==> src/rtl/ramp_dac_pkg.sv <==
package ramp_dac_pkg;
  // sin^2 rising edge from a rational sine approximation, rounded
  function automatic int unsigned rc_code(int idx, int depth, int maxv);
    longint m;
    longint q;
    longint n;
    longint d;
    m = longint'(depth - 1);
    q = longint'(idx) * (2 * m - longint'(idx));
    n = 4 * q;
    d = 5 * m * m - q;
    return int'((longint'(maxv) * n * n + (d * d) / 2) / (d * d));
  endfunction
endpackage

==> src/rtl/ramp_dac_profile_ram.sv <==
module ramp_dac_profile_ram
  import ramp_dac_pkg::*;
#(
  parameter int DEPTH = 64,
  parameter int DW    = 10,
  localparam int AW   = $clog2(DEPTH)
) (
  input  logic          clk_i,
  input  logic          rst_ni,
  input  logic          we_i,
  input  logic          lock_i,
  input  logic [AW-1:0] waddr_i,
  input  logic [DW-1:0] wdata_i,
  input  logic [AW-1:0] raddr_i,
  output logic [DW-1:0] rdata_o
);
  localparam int MAXV = (1 << DW) - 1;

  logic [DW-1:0] mem_q [DEPTH];

  always_ff @(posedge clk_i or negedge rst_ni) begin
    if (!rst_ni) begin
      for (int k = 0; k < DEPTH; k++) mem_q[k] <= DW'(rc_code(k, DEPTH, MAXV));
    end else if (we_i && !lock_i) begin
      mem_q[waddr_i] <= wdata_i;
    end
  end

  assign rdata_o = mem_q[raddr_i];
endmodule

==> src/rtl/ramp_dac_tick.sv <==
module ramp_dac_tick #(
  parameter int RATE_W = 16
) (
  input  logic              clk_i,
  input  logic              rst_ni,
  input  logic              load_i,
  input  logic              run_i,
  input  logic [RATE_W-1:0] rate_i,
  output logic              tick_o
);
  logic [RATE_W-1:0] cnt_q;

  assign tick_o = run_i && (cnt_q == '0);

  always_ff @(posedge clk_i or negedge rst_ni) begin
    if (!rst_ni) cnt_q <= '0;
    else if (load_i || tick_o) cnt_q <= rate_i;
    else if (run_i) cnt_q <= cnt_q - 1'b1;
  end

  AST_RATE_GAP: assert property (@(posedge clk_i) disable iff (!rst_ni)
    (tick_o && !load_i && rate_i != '0) |=> !tick_o);
endmodule

==> src/rtl/ramp_dac_player.sv <==
module ramp_dac_player #(
  parameter int DEPTH = 64,
  parameter int DW    = 10,
  localparam int AW   = $clog2(DEPTH)
) (
  input  logic          clk_i,
  input  logic          rst_ni,
  input  logic          trig_i,
  input  logic          down_i,
  input  logic          tick_i,
  input  logic [DW-1:0] rd_data_i,
  output logic [AW-1:0] rd_addr_o,
  output logic          load_o,
  output logic [DW-1:0] smp_o,
  output logic          busy_o
);
  localparam logic [AW-1:0] LAST = AW'(DEPTH - 1);

  logic [AW-1:0] pos_q;
  logic [AW-1:0] rem_q;
  logic          down_q;
  logic          busy_q;
  logic [AW-1:0] step;

  assign step      = down_q ? pos_q - 1'b1 : pos_q + 1'b1;
  assign rd_addr_o = trig_i ? (down_i ? LAST : '0) : step;
  assign load_o    = trig_i || (busy_q && tick_i);
  assign smp_o     = rd_data_i;
  assign busy_o    = busy_q;

  always_ff @(posedge clk_i or negedge rst_ni) begin
    if (!rst_ni) begin
      pos_q  <= '0;
      rem_q  <= '0;
      down_q <= 1'b0;
      busy_q <= 1'b0;
    end else if (trig_i) begin
      pos_q  <= down_i ? LAST : '0;
      rem_q  <= LAST;
      down_q <= down_i;
      busy_q <= 1'b1;
    end else if (busy_q && tick_i) begin
      pos_q <= step;
      rem_q <= rem_q - 1'b1;
      if (rem_q == AW'(1)) busy_q <= 1'b0;
    end
  end

  AST_END_POS: assert property (@(posedge clk_i) disable iff (!rst_ni)
    $fell(busy_q) |-> (pos_q == (down_q ? '0 : LAST)));
  AST_NO_RETRIG: assert property (@(posedge clk_i) disable iff (!rst_ni)
    busy_q |-> !trig_i);
endmodule

==> src/rtl/ramp_dac_seq.sv <==
module ramp_dac_seq #(
  parameter int DEPTH  = 64,
  parameter int DW     = 10,
  parameter int RATE_W = 16,
  localparam int AW    = $clog2(DEPTH)
) (
  input  logic          clk_i,
  input  logic          rst_ni,
  input  logic          en_i,
  input  logic          psave_i,
  input  logic          reg_we_i,
  input  logic          reg_addr_i,
  input  logic [15:0]   reg_wdata_i,
  input  logic          tbl_we_i,
  input  logic [AW-1:0] tbl_addr_i,
  input  logic [DW-1:0] tbl_data_i,
  output logic [DW-1:0] dac_o,
  output logic          busy_o
);
  localparam int MODE_BIT  = 14;
  localparam int START_BIT = 13;
  localparam int DIR_BIT   = 12;

  logic [RATE_W-1:0] rate_q;
  logic [DW-1:0]     dac_q;
  logic              busy;
  logic              ctrl_we, trig, static_we;
  logic              tick, ld;
  logic [AW-1:0]     rd_addr;
  logic [DW-1:0]     rd_data, smp;
  logic              unused_wdata;

  assign unused_wdata = ^reg_wdata_i;
  assign ctrl_we   = reg_we_i && !reg_addr_i && !busy && !psave_i;
  assign trig      = ctrl_we && reg_wdata_i[MODE_BIT] && reg_wdata_i[START_BIT];
  assign static_we = ctrl_we && !reg_wdata_i[MODE_BIT];

  always_ff @(posedge clk_i or negedge rst_ni) begin
    if (!rst_ni) rate_q <= '0;
    else if (reg_we_i && reg_addr_i) rate_q <= reg_wdata_i[RATE_W-1:0];
  end

  always_ff @(posedge clk_i or negedge rst_ni) begin
    if (!rst_ni) dac_q <= '0;
    else if (static_we) dac_q <= reg_wdata_i[DW-1:0];
    else if (ld) dac_q <= smp;
  end

  ramp_dac_profile_ram #(.DEPTH(DEPTH), .DW(DW)) u_ram (
    .clk_i   (clk_i),
    .rst_ni  (rst_ni),
    .we_i    (tbl_we_i),
    .lock_i  (busy),
    .waddr_i (tbl_addr_i),
    .wdata_i (tbl_data_i),
    .raddr_i (rd_addr),
    .rdata_o (rd_data)
  );

  ramp_dac_tick #(.RATE_W(RATE_W)) u_tick (
    .clk_i  (clk_i),
    .rst_ni (rst_ni),
    .load_i (trig),
    .run_i  (busy && !psave_i),
    .rate_i (rate_q),
    .tick_o (tick)
  );

  ramp_dac_player #(.DEPTH(DEPTH), .DW(DW)) u_player (
    .clk_i     (clk_i),
    .rst_ni    (rst_ni),
    .trig_i    (trig),
    .down_i    (reg_wdata_i[DIR_BIT]),
    .tick_i    (tick),
    .rd_data_i (rd_data),
    .rd_addr_o (rd_addr),
    .load_o    (ld),
    .smp_o     (smp),
    .busy_o    (busy)
  );

  assign dac_o  = en_i ? dac_q : '0;
  assign busy_o = busy;

  AST_PSAVE_HOLD: assert property (@(posedge clk_i) disable iff (!rst_ni)
    (psave_i && $past(psave_i) && en_i && $past(en_i)) |-> $stable(dac_o));
  AST_TRIG_SOURCE: assert property (@(posedge clk_i) disable iff (!rst_ni)
    $rose(busy_o) |-> $past(reg_we_i && !reg_addr_i && reg_wdata_i[MODE_BIT]
                            && reg_wdata_i[START_BIT]));
endmodule

==> config.mk <==
export PLATFORM = sky130hd
export DESIGN_NAME = ramp_dac_seq
export DESIGN_NICKNAME = d
export VERILOG_FILES = /design/src/rtl/ramp_dac_pkg.sv /design/src/rtl/ramp_dac_profile_ram.sv /design/src/rtl/ramp_dac_tick.sv /design/src/rtl/ramp_dac_player.sv /design/src/rtl/ramp_dac_seq.sv
export SDC_FILE = /design/constraint.sdc
export NUM_CORES = 1
export LEC_CHECK = 0
export ABC_AREA = 1
export ABC_CLOCK_PERIOD_IN_PS = 3100
export BUFFER_PORTS_ARGS = -buffer_cell sky130_fd_sc_hd__buf_2
export CAP_MARGIN = 10
export CORE_ASPECT_RATIO = 0.6
export CORE_MARGIN = 2
export CORE_UTILIZATION = 35
export CTS_CLUSTER_SIZE = 8
export DETAILED_ROUTE_END_ITERATION = 10
export SYNTH_ARGS = -nofsm -noshare
export SYNTH_HDL_FRONTEND = slang
export SYNTH_SLANG_ARGS = --single-unit
==> constraint.sdc <==
create_clock -name clk_i -period 3.1 [get_ports clk_i]
set_input_delay 0.31 -clock clk_i [delete_from_list [all_inputs] [get_ports clk_i]]
set_output_delay 0.31 -clock clk_i [all_outputs]
set_load 0.05 [all_outputs]
# ---- Word level (Yosys, flattened, before mapping)
# Cells that the tools add are included.
dict set report totals {
  regBits 696
  output_inout_bits 11
  word_cells 126
  inputBits 39
}
dict set report op_classes {
  add_sub_neg 4
  reduce_logical 24
  n_bitwise 2
  muxes 21
  n_eq_ne 1
  magnitude_cmp 3
}
# operator count
set op_table {}
lappend op_table {{640-bit bitwise mux} 1}
lappend op_table {{10-bit binary-select mux with 6-bit select} 1}
lappend op_table {{10-bit demux with 6-bit select} 1}
lappend op_table {{10-bit 2-to-1 mux} 6}
lappend op_table {{6-bit 2-to-1 mux} 7}
lappend op_table {{16-bit 2-to-1 mux} 2}
lappend op_table {{16-bit logical NOT} 1}
lappend op_table {{16-bit by 1-bit subtractor with 16-bit output, second input constant} 1}
lappend op_table {{7-bit >= comparator, second input constant} 2}
lappend op_table {{6-bit NOT with 7-bit output} 2}
lappend op_table {{1-bit logical AND} 12}
lappend op_table {{6-bit by 1-bit subtractor with 6-bit output, second input constant} 2}
lappend op_table {{2-bit nonzero test} 4}
lappend op_table {{7-bit by 1-bit less-than comparator with 1-bit output, second input constant} 1}
lappend op_table {{6-bit by 1-bit adder with 6-bit output, second input constant} 1}
lappend op_table {{6-bit by 1-bit == test with 1-bit output, second input constant} 1}
lappend op_table {{1-bit logical NOT} 4}
lappend op_table {{1-bit 2-to-1 mux} 3}
lappend op_table {{1-bit logical OR} 2}
lappend op_table {{2-bit AND reduction} 1}

# ---- Longest topological paths before layout
# Gate-level depths: netlist (run 1).
dict set report logic_depth {
  ltp_word 13
  depth_mapped 17
  mapped_depth_nobuf 16
}

# ---- Cells and area by module
# A second synthesis (run 1) with hierarchy kept.
dict set report unflattened {
  cells_unflattened 4180
  area_unflattened_um2 33081.7
}
# mod cells_each n_inst seq_area_each_um2 area_per_inst_um2
set modules_own_cells {}
lappend modules_own_cells {ramp_dac_profile_ram 3703 1 16407.0 29565.9}
lappend modules_own_cells {ramp_dac_seq 173 1 650.6 1341.3}
lappend modules_own_cells {ramp_dac_tick 185 1 400.4 1206.2}
lappend modules_own_cells {ramp_dac_player 119 1 350.3 968.4}

# ---- Worst setup path before layout (run 1)
# Ideal clock, no wire load.
dict set report synth_timing {
  path_kind {register to register}
  from {register u_player.down_q}
  to {register dac_q[8]}
  n_path_buf 1
  period_less_slack_ps 2283
  arrival_time_ps 2166
  t_required_ps 2983
  path_stages_with_launch 15
  slack_ps 817
  setup_time_ps 117
  path_cell_list {dfrtp_1 > fa_1 > nand2_1 > inv_1 > o21ai_1 > nand2_4 > inv_2 > clkbuf_1 > nand3_1 > nand3_1 > nand3_1 > nand3_1 > nand3_1 > nand2_1 > nand2_1}
}
dict set report synth_between {
  elab_chain_len 8
}
# element line
set synth_rtl {}
lappend synth_rtl {{start: declaration} ramp_dac_player.sv:21} ;# logic down_q;
lappend synth_rtl {{start signal: assignment} ramp_dac_player.sv:40} ;# down_q <= down_i;
lappend synth_rtl {{6-bit 2-to-1 mux} ramp_dac_player.sv:25} ;# assign step = down_q ? pos_q - 1'b1 : pos_q + 1'b1;
lappend synth_rtl {{6-bit 2-to-1 mux} ramp_dac_player.sv:26} ;# assign rd_addr_o = trig_i ? (down_i ? LAST : '0) : step;
lappend synth_rtl {{6-bit NOT with 7-bit output (not written as such)} ramp_dac_profile_ram.sv:29} ;# assign rdata_o = mem_q[raddr_i];
lappend synth_rtl {{10-bit binary-select mux with 6-bit select} ramp_dac_profile_ram.sv:29}
lappend synth_rtl {{10-bit 2-to-1 mux (not written as such) (2 in a row)} ramp_dac_profile_ram.sv:29}
lappend synth_rtl {{10-bit 2-to-1 mux} ramp_dac_seq.sv:46} ;# else if (ld) dac_q <= smp;
lappend synth_rtl {{10-bit 2-to-1 mux} ramp_dac_seq.sv:45} ;# else if (static_we) dac_q <= reg_wdata_i[DW-1:0];
lappend synth_rtl {{end signal: assignment} ramp_dac_seq.sv:45}
lappend synth_rtl {{end signal: assignment} ramp_dac_seq.sv:46}
lappend synth_rtl {{end: declaration} ramp_dac_seq.sv:25} ;# logic [DW-1:0] dac_q;
# No other way between the ends. The select of a mux whose other input is x is not followed.
# A chain may end at the register's enable or synchronous reset.

# ---- Final worst setup path (run 1)
dict set report layout_timing {
  from {register u_player.down_q}
  to {register dac_q[1]}
}
# Same word-level chain as after synthesis.

==> results of run 1 <==
[sequential cells by signal (all words and copies together) (netlist names)]
name / cells
u_ram.mem_q: 640
u_tick.cnt_q: 16
dac_q: 10
u_player.rem_q: 6
u_player.pos_q: 6
rate_q: 16
u_player.down_q: 1
u_player.busy_o: 1
[critical path, cell delays in order (launching register included)]
cell	delay (ps)
dfrtp_1	420
fa_1	540
inv_1	40
nand2_1	150
nand2_8	90
inv_4	170
buf_16	260
buf_16	230
nand3_1	230
nand3_1	160
nand3_1	150
nand3_1	110
nand3_1	150
nand3_1	110
nand2_1	50
nand2_1	50
[Yosys cell counts (all sizes together)]
master,n
nand2,1204
o21ai,672
nand3,642
inv,422
dfrtp,383
dfstp,313
nand3b,250
clkbuf,243
buf,115
nor2,26
o211ai,15
mux2,14
clkinv,13
nor3,9
nor4,8
xor2,8
ha,7
o311ai,3
xnor2,3
a21o,2
a21oi,2
nand4,2
o221ai,2
or2,2
a22oi,1
a31oi,1
fa,1
nor3b,1
[cells by family (layout without fill, tap and decap cells)]
group	count (synthesis)	count (layout)	synth area share (%)
and+or+nand+nor	2144	2144	28.51
buffers and inverters	793	798	8.946
DFF	696	696	51.26
muxes	14	14	0.4538
other	0	2	0
xor gates and xnor gates	11	11	0.2773
adders and majority gates	8	8	0.3097
AOI/OAI and AO/OA	698	698	10.24
[layer usage]
| metal | share of wire [%] | track usage (%) | vias up | wire length (um) |
|---|---|---|---|---|
| li1 | - | - | 14000 | - |
| met4 | 1.7 | 4.974 | 2 | 1997 |
| met5 | 0.010 | 0 | - | 12 |
| met3 | 12 | 7.440 | 148 | 13900 |
| met1 | 49 | 37.49 | 14660 | 58500 |
| met2 | 37 | 28.65 | 1324 | 44350 |
[metrics by stage]
stage | util, % | hold WS, ps | power [mW] | setup TNS (ps) | instance area (um2)
finish | 40.35 | 157.9 | 34.10 | 0 | 39670
global route | 40.34 | 153.5 | 35.74 | -13.51 | 39670
CTS | 40.27 | 115.4 | 33.60 | 0 | 39600
detailed placement | 37.22 | 306.4 | 23.43 | 0 | 36600
global placement | 37.22 | 308.1 | 23.39 | 0 | 36600
floorplan | - | 14.41 | 18.24 | 0 | 34740
[cell usage in the layout (no fill, tap or decap), types with 3 or more instances in the layout]
| master | instances |
|---|---|
| o21ai_0 | 671 |
| xnor2_1 | 3 |
| clkbuf_16 | 99 |
| dfstp_2 | 313 |
| mux2_2 | 14 |
| nand2_1 | 1199 |
| nand3b_1 | 250 |
| xor2_1 | 8 |
| nand2_8 | 3 |
| nor3_1 | 8 |
| dfrtp_1 | 383 |
| buf_2 | 48 |
| inv_2 | 15 |
| clkbuf_1 | 75 |
| buf_12 | 36 |
| nor2_1 | 24 |
| nand3_1 | 637 |
| nand3_2 | 4 |
| nor4_2 | 6 |
| ha_1 | 7 |
| clkinv_8 | 3 |
| inv_1 | 416 |
| buf_4 | 77 |
| dlygate4sd3_1 | 19 |
| o311ai_0 | 3 |
| o211ai_1 | 15 |
[report_power, final]
group	total, mW	switching, mW	internal, mW
Sequential	10.6	0.494	10.1
Clock	10.1	4.18	5.91
Combinational	13.4	9.56	3.88
[worst paths after layout]
check	from	end	slack (ps)
worst max-delay path	u_player.down_q$_DFFE_PN0P_	dac_q[1]$_DFFE_PN0P_	80
worst min-delay path	tbl_data_i[9]	u_ram.mem_q[559]$_DFFE_PN0P_	160
max in group asynchronous	rst_ni	u_ram.mem_q[101]$_DFFE_PN0P_	1820
worst max register to register	u_player.down_q$_DFFE_PN0P_	dac_q[1]$_DFFE_PN0P_	80
min in group asynchronous	rst_ni	u_ram.mem_q[548]$_DFFE_PN0P_	190
worst min register to register	u_ram.mem_q[380]$_DFFE_PN0P_	u_ram.mem_q[380]$_DFFE_PN0P_	470
[area by class of cell]
type / count / area [um2] / area share [%]
sequential: 696 / 17810 / 44.89
inverter: 435 / 1639 / 4.131
timing repair buffer: 185 / 1836 / 4.627
antenna: 2 / 5.005 / 0.01262
clock inverter: 5 / 77.57 / 0.1955
clock buffer: 173 / 2734 / 6.891
multi-input combinational: 2875 / 13920 / 35.10
tap: 1319 / 1650 / 4.160
[timing repair]
action | 4_1_cts | 5_1_grt
endpoints found under the setup margin | 0 | 7
hold buffers | 19 | 0
resized for setup | 0 | 8
endpoints found under the hold margin | 119 | 0
==> summary.txt, run 1 <==
Status
  • Status: completed

Power and ir drop
  • VDD IR max: approximately 1 mV
  • Leakage: between 15 and 20 nW
  • Power per Cell Area: 859.5 mW/mm2

Route
  • Routed WL: 118.8 mm
  • Routed via count: between 30k and 40k
  • DRT antenna net count: 0
  • Vias per cell: 5.296
  • DRC errors left: 0
  • 1st-pass router iterations: 6
  • Drt first-iter violations: 4097
  • DR WL/cell: 20.87 um

Placement
  • Routability congestion estimate: ~0.94
  • Buffers on Ports: 49
  • Worst slack, placed: 87.51 ps
  • Post-DP HPWL: approximately 76 mm
  • Dpl cells: 5490

Yosys
  • Post-synth top area cell: dfrtp_1
  • Share of the synthesized area in the top cell type: 27.59%
  • Mapped cell area: 0.03474 mm2
  • Synth area leaders: dfrtp_1 28%, dfstp_2 24%, nand2_1 13%
  • Seq cells post-synth: 696
  • Mapped Cells: roughly 4.4k
  • Synthesized area per cell: 7.961 um2
  • Post-synth cell types: 39
  • Sequential area share after synthesis: 51.26%
  • Syn_nets: 4411
  • Yosys warnings: 0

Timing
  • Final setup viols: 0
  • Worst-margin pin slew: 960.7 ps
  • Crit share post-route: 97.26%
  • Fmax: 0.3317 GHz
  • Clock skew: roughly 31 ps
  • Fin crit period: 3015 ps
  • Post-route setup slack: around 85 ps
  • Max Slew Vio Count: 0
  • Final hold viol count: 0
  • Slew margin rel.: 35.95%

Hold path
  • WHS Path Cells: 3
  • Hold WC Path Type: in2reg

GRT
  • Initial antenna violation count: 2
  • First-pass GRT wire length: 179.9 mm
  • Vias in the first global route: 27.25k
  • Largest net degree at the start of global routing: 112
  • GR Util All Layers: 23.14%
  • Total congestion overflow: 0

Worst setup path
  • Critical Path Source Type: register
  • Setup Crit Path Kind: reg2reg
  • Worst path required time: 3710 ps
  • CP max FO: 32
  • Worst-case reg-to-reg path depth: 15
  • Worst path arrival time: 3630 ps
  • Crit end category: register

Cells and area
  • Share of cells above drive strength 1: roughly 15%
  • Fillers: 9936
  • Area Growth Syn to Fin: 14.19%
  • Final nets: approximately 4.3k
  • Final cell count without fillers: ~5.7k

Floorplanning
  • Starting Density: about a third
  • Core area: 0.09833 mm2
  • Die area: between 0.1 and 0.15 mm2
  • I/O Pins: 50
  • Site Rows: 89
  • Die height: around 250 um
  • Die Wd: 410.7 um

Clock network
  • Clock sink count: a little under 700
  • Worst-path clk slew: 50 ps
  • Setup Fix Bufs, Post-CTS: 0
  • Clock buffer count from CTS: 96
  • CTS tree: built
  • Clk_lat worst skew: 690 ps
  • CTS H-tree depth: 3
  • CTS root buffer: clkbuf_16
  • Clk buf depth: 3

Run
  • Max-cap violations: 0
(Power assumes the default switching activity.)
==> run 2: changes to the inputs <==
--- a/config.mk
+++ b/config.mk
@@ -9,11 +9,14 @@
 export ABC_CLOCK_PERIOD_IN_PS = 3100
 export BUFFER_PORTS_ARGS = -buffer_cell sky130_fd_sc_hd__buf_2
 export CAP_MARGIN = 10
+export CELL_PAD_IN_SITES_DETAIL_PLACEMENT = 1
+export CELL_PAD_IN_SITES_GLOBAL_PLACEMENT = 2
 export CORE_ASPECT_RATIO = 0.6
 export CORE_MARGIN = 2
 export CORE_UTILIZATION = 35
 export CTS_CLUSTER_SIZE = 8
 export DETAILED_ROUTE_END_ITERATION = 10
+export PLACE_DENSITY_LB_ADDON = 0.1
 export SYNTH_ARGS = -nofsm -noshare
 export SYNTH_HDL_FRONTEND = slang
 export SYNTH_SLANG_ARGS = --single-unit
==> run 2 against run 1 <==
Core utilization grew 0.38 points. Critical path depth is the same. Register-to-register slack gained 20 ps. First-iteration DRC count shrank 23%. Flip-flop and latch count is the same. Worst hold slack lost 87 ps. Clock skew is essentially flat. Sequential share of layout area shrank 0.42 points. Design area grew 0.95%. Largest cell class unchanged. Count of clock-buffer cells in the layout shrank 1. Critical endpoint unchanged. Non-clock buffer count grew 51.
==> summary.txt, run 2 (synthesis gave the netlist of run 1 again) <==
Route
  • DRC errors left: 0
  • DR WL/cell: 24.00 um
  • DRT antenna net count: 0
  • Routed via count: 30.10k
  • Drt first-iter violations: between 3k and 4k
  • 1st-pass router iterations: 5
  • Vias per cell: 5.241
  • Routed WL: 137.8 mm

Cells and area
  • Register area: around 0.018 mm2
  • Largest register FFs: 640
  • Commonest non-fill, non-tap cell in the layout: nand2_1
  • Regs by FF count: u_ram.mem_q x640, rate_q x16, u_tick.cnt_q x16
  • Fillers: 11.70k
  • Final Util: 40.73%
  • Final nets: 4387
  • Commonest non-fill, non-tap cells in the layout: 1198 x nand2_1, 671 x o21ai_0, 639 x nand3_1
  • Share of cells above drive strength 1: 15.61%
  • Register with the most flip-flops: u_ram.mem_q
  • Multi-input gate area: 0.01393 mm2
  • Area Growth Syn to Fin: 15.28%

Clock network
  • Worst-path clk slew: 60 ps
  • CTS tree: built
  • CTS H-tree depth: 3
  • Clk_lat worst skew: 710 ps
  • CTS root buffer: clkbuf_16
  • Clk buf depth: 3
  • Clock sink count: between 600 and 700
  • Clock buffer count from CTS: 96

Placement
  • Post-DP HPWL: 89.40 mm
  • Buffers on Ports: 49
  • Routability congestion estimate: 0.8545

Floorplanning
  • Starting Density: 35.33%
  • Site Rows: 89
  • Die Wd: 410.7 um
  • I/O Pins: 50
  • Core area: 0.09833 mm2
  • Die area: 0.1019 mm2
  • Die height: 248.0 um

Worst setup path
  • Worst-case reg-to-reg path depth: 15
  • End of the worst register-to-register path: dac_q[1]$_DFFE_PN0P_
  • R2R setup slack: 100 ps
  • Setup Crit Path Kind: reg2reg
  • Worst path required time: 3700 ps
  • Critical path endpoint: dac_q[1]$_DFFE_PN0P_
  • CP max FO: 15
  • Crit path from: u_player.down_q$_DFFE_PN0P_
  • Worst path arrival time: 3590 ps
  • Worst r2r src: u_player.down_q$_DFFE_PN0P_
  • Critical Path Source Type: register
  • Crit end category: register

Timing
  • Final hold viol count: 0
  • Final setup viols: 0
  • Fin crit period: 2996 ps
  • Fmax: 0.3338 GHz
  • Clock skew: slightly above 30 ps
  • Unrepaired setup endpoints after global routing: yes
  • Max Slew Vio Count: 0
  • Slew margin rel.: 30.89%
  • Crit share post-route: 96.64%
  • Worst-margin pin slew: just over 1000 ps

GRT
  • Total congestion overflow: 0
  • Largest net degree at the start of global routing: 95
  • Vias in the first global route: 29.64k
  • Initial antenna violation count: 12
  • GR Util All Layers: 27.17%
  • First-pass GRT wire length: 205.6 mm

Power and ir drop
  • Gate power share: 40.4%
  • Clock power frac: 29.2%
  • Power per Cell Area: between 800 and 900 mW/mm2
  • VDD IR max: 1.138 mV
  • Net switching fraction of the power: 42.71%
  • Tot Pwr: 34.84 mW
  • Leakage: 16.91 nW
  • Sequential power share: 30.4%
  • Switching pwr: 14.88 mW
  • Internal cell power: 19.96 mW

Status
  • Status: completed

Hold path
  • Hold WC Path Type: in2reg
  • WHS Path Cells: 3

Run
  • Max-cap violations: 0
==> run 2: timing repair <==
action,CTS,global route
endpoints found under the hold margin,59,0
hold buffers,16,0
setup endpoints to repair,0,5
setup buffers,0,3
resized for setup,0,5
==> run 2: worst min-delay path by stage <==
stage                  start                           end  slack (ps)
2_1_floorplan         rst_ni          dac_q[0]$_DFFE_PN0P_          10
3_3_place_gp          rst_ni  u_ram.mem_q[407]$_DFFE_PN0P_         300
3_5_place_dp          rst_ni  u_ram.mem_q[407]$_DFFE_PN0P_         300
4_1_cts        tbl_data_i[2]  u_ram.mem_q[302]$_DFFE_PN1P_          20
5_1_grt        tbl_data_i[2]  u_ram.mem_q[522]$_DFFE_PN1P_          40
6_report       tbl_data_i[2]  u_ram.mem_q[292]$_DFFE_PN1P_          70
==> run 2: layout make-up <==
type	count	area share, %
Antenna cell	4	0.02499
Clock buffer	172	6.711
Clock inverter	7	0.2093
Inverter	435	4.114
Multi-Input combinational cell	2875	34.77
Sequential cell	696	44.47
Tap cell	1319	4.121
Timing Repair Buffer	236	5.583
==> run 2: per-layer routing <==
metal | wire length (um) | up-vias | global-route usage (%)
met4 | 2353 | 2 | 5.407
met5 | 8 | - | 0
met1 | 72630 | 15090 | 43.85
met3 | 9718 | 156 | 6.505
met2 | 53120 | 749 | 35.77
li1 | - | 14110 | -
==> run 2: stage by stage <==
step | setup WS, ps | hold slack, ps | cell area (um2) | instances | TNS, ps
floorplan | 817.1 | 14.41 | 34740 | 4364 | 0
global placement | 153.5 | 300.5 | 37020 | 5541 | 0
detailed placement | 129.5 | 301.6 | 37020 | 5541 | 0
CTS | 145.1 | 22.87 | 39950 | 5736 | 0
global route | -0.3904 | 43.84 | 40040 | 5740 | -0.3904
finish | 104.3 | 71.17 | 40050 | 5744 | 0
==> run 2: power by group through the flow <==
stage	Clock, mW	Sequential [mW]	Combinational (mW)
global placement	0	10.7	13.8
detailed placement	0	10.7	13.8
CTS	10.4	10.6	13.9
floorplan	0	10.5	7.70
finish	10.2	10.6	14.1
global route	10.8	10.7	15.2
==> run 2: worst max-delay path: stages, from the launching register on <==
cell     delay, ps
dfrtp_1        480
buf_4          190
ha_1           280
nand3_1         80
nand3_1        110
xnor2_1        150
nand2_1         80
nand2_2        310
inv_1          230
buf_4          230
nand3_1        160
nand3_1        250
nand3_1        160
nand3_1         80
nand2_1         70
nand2_1         50
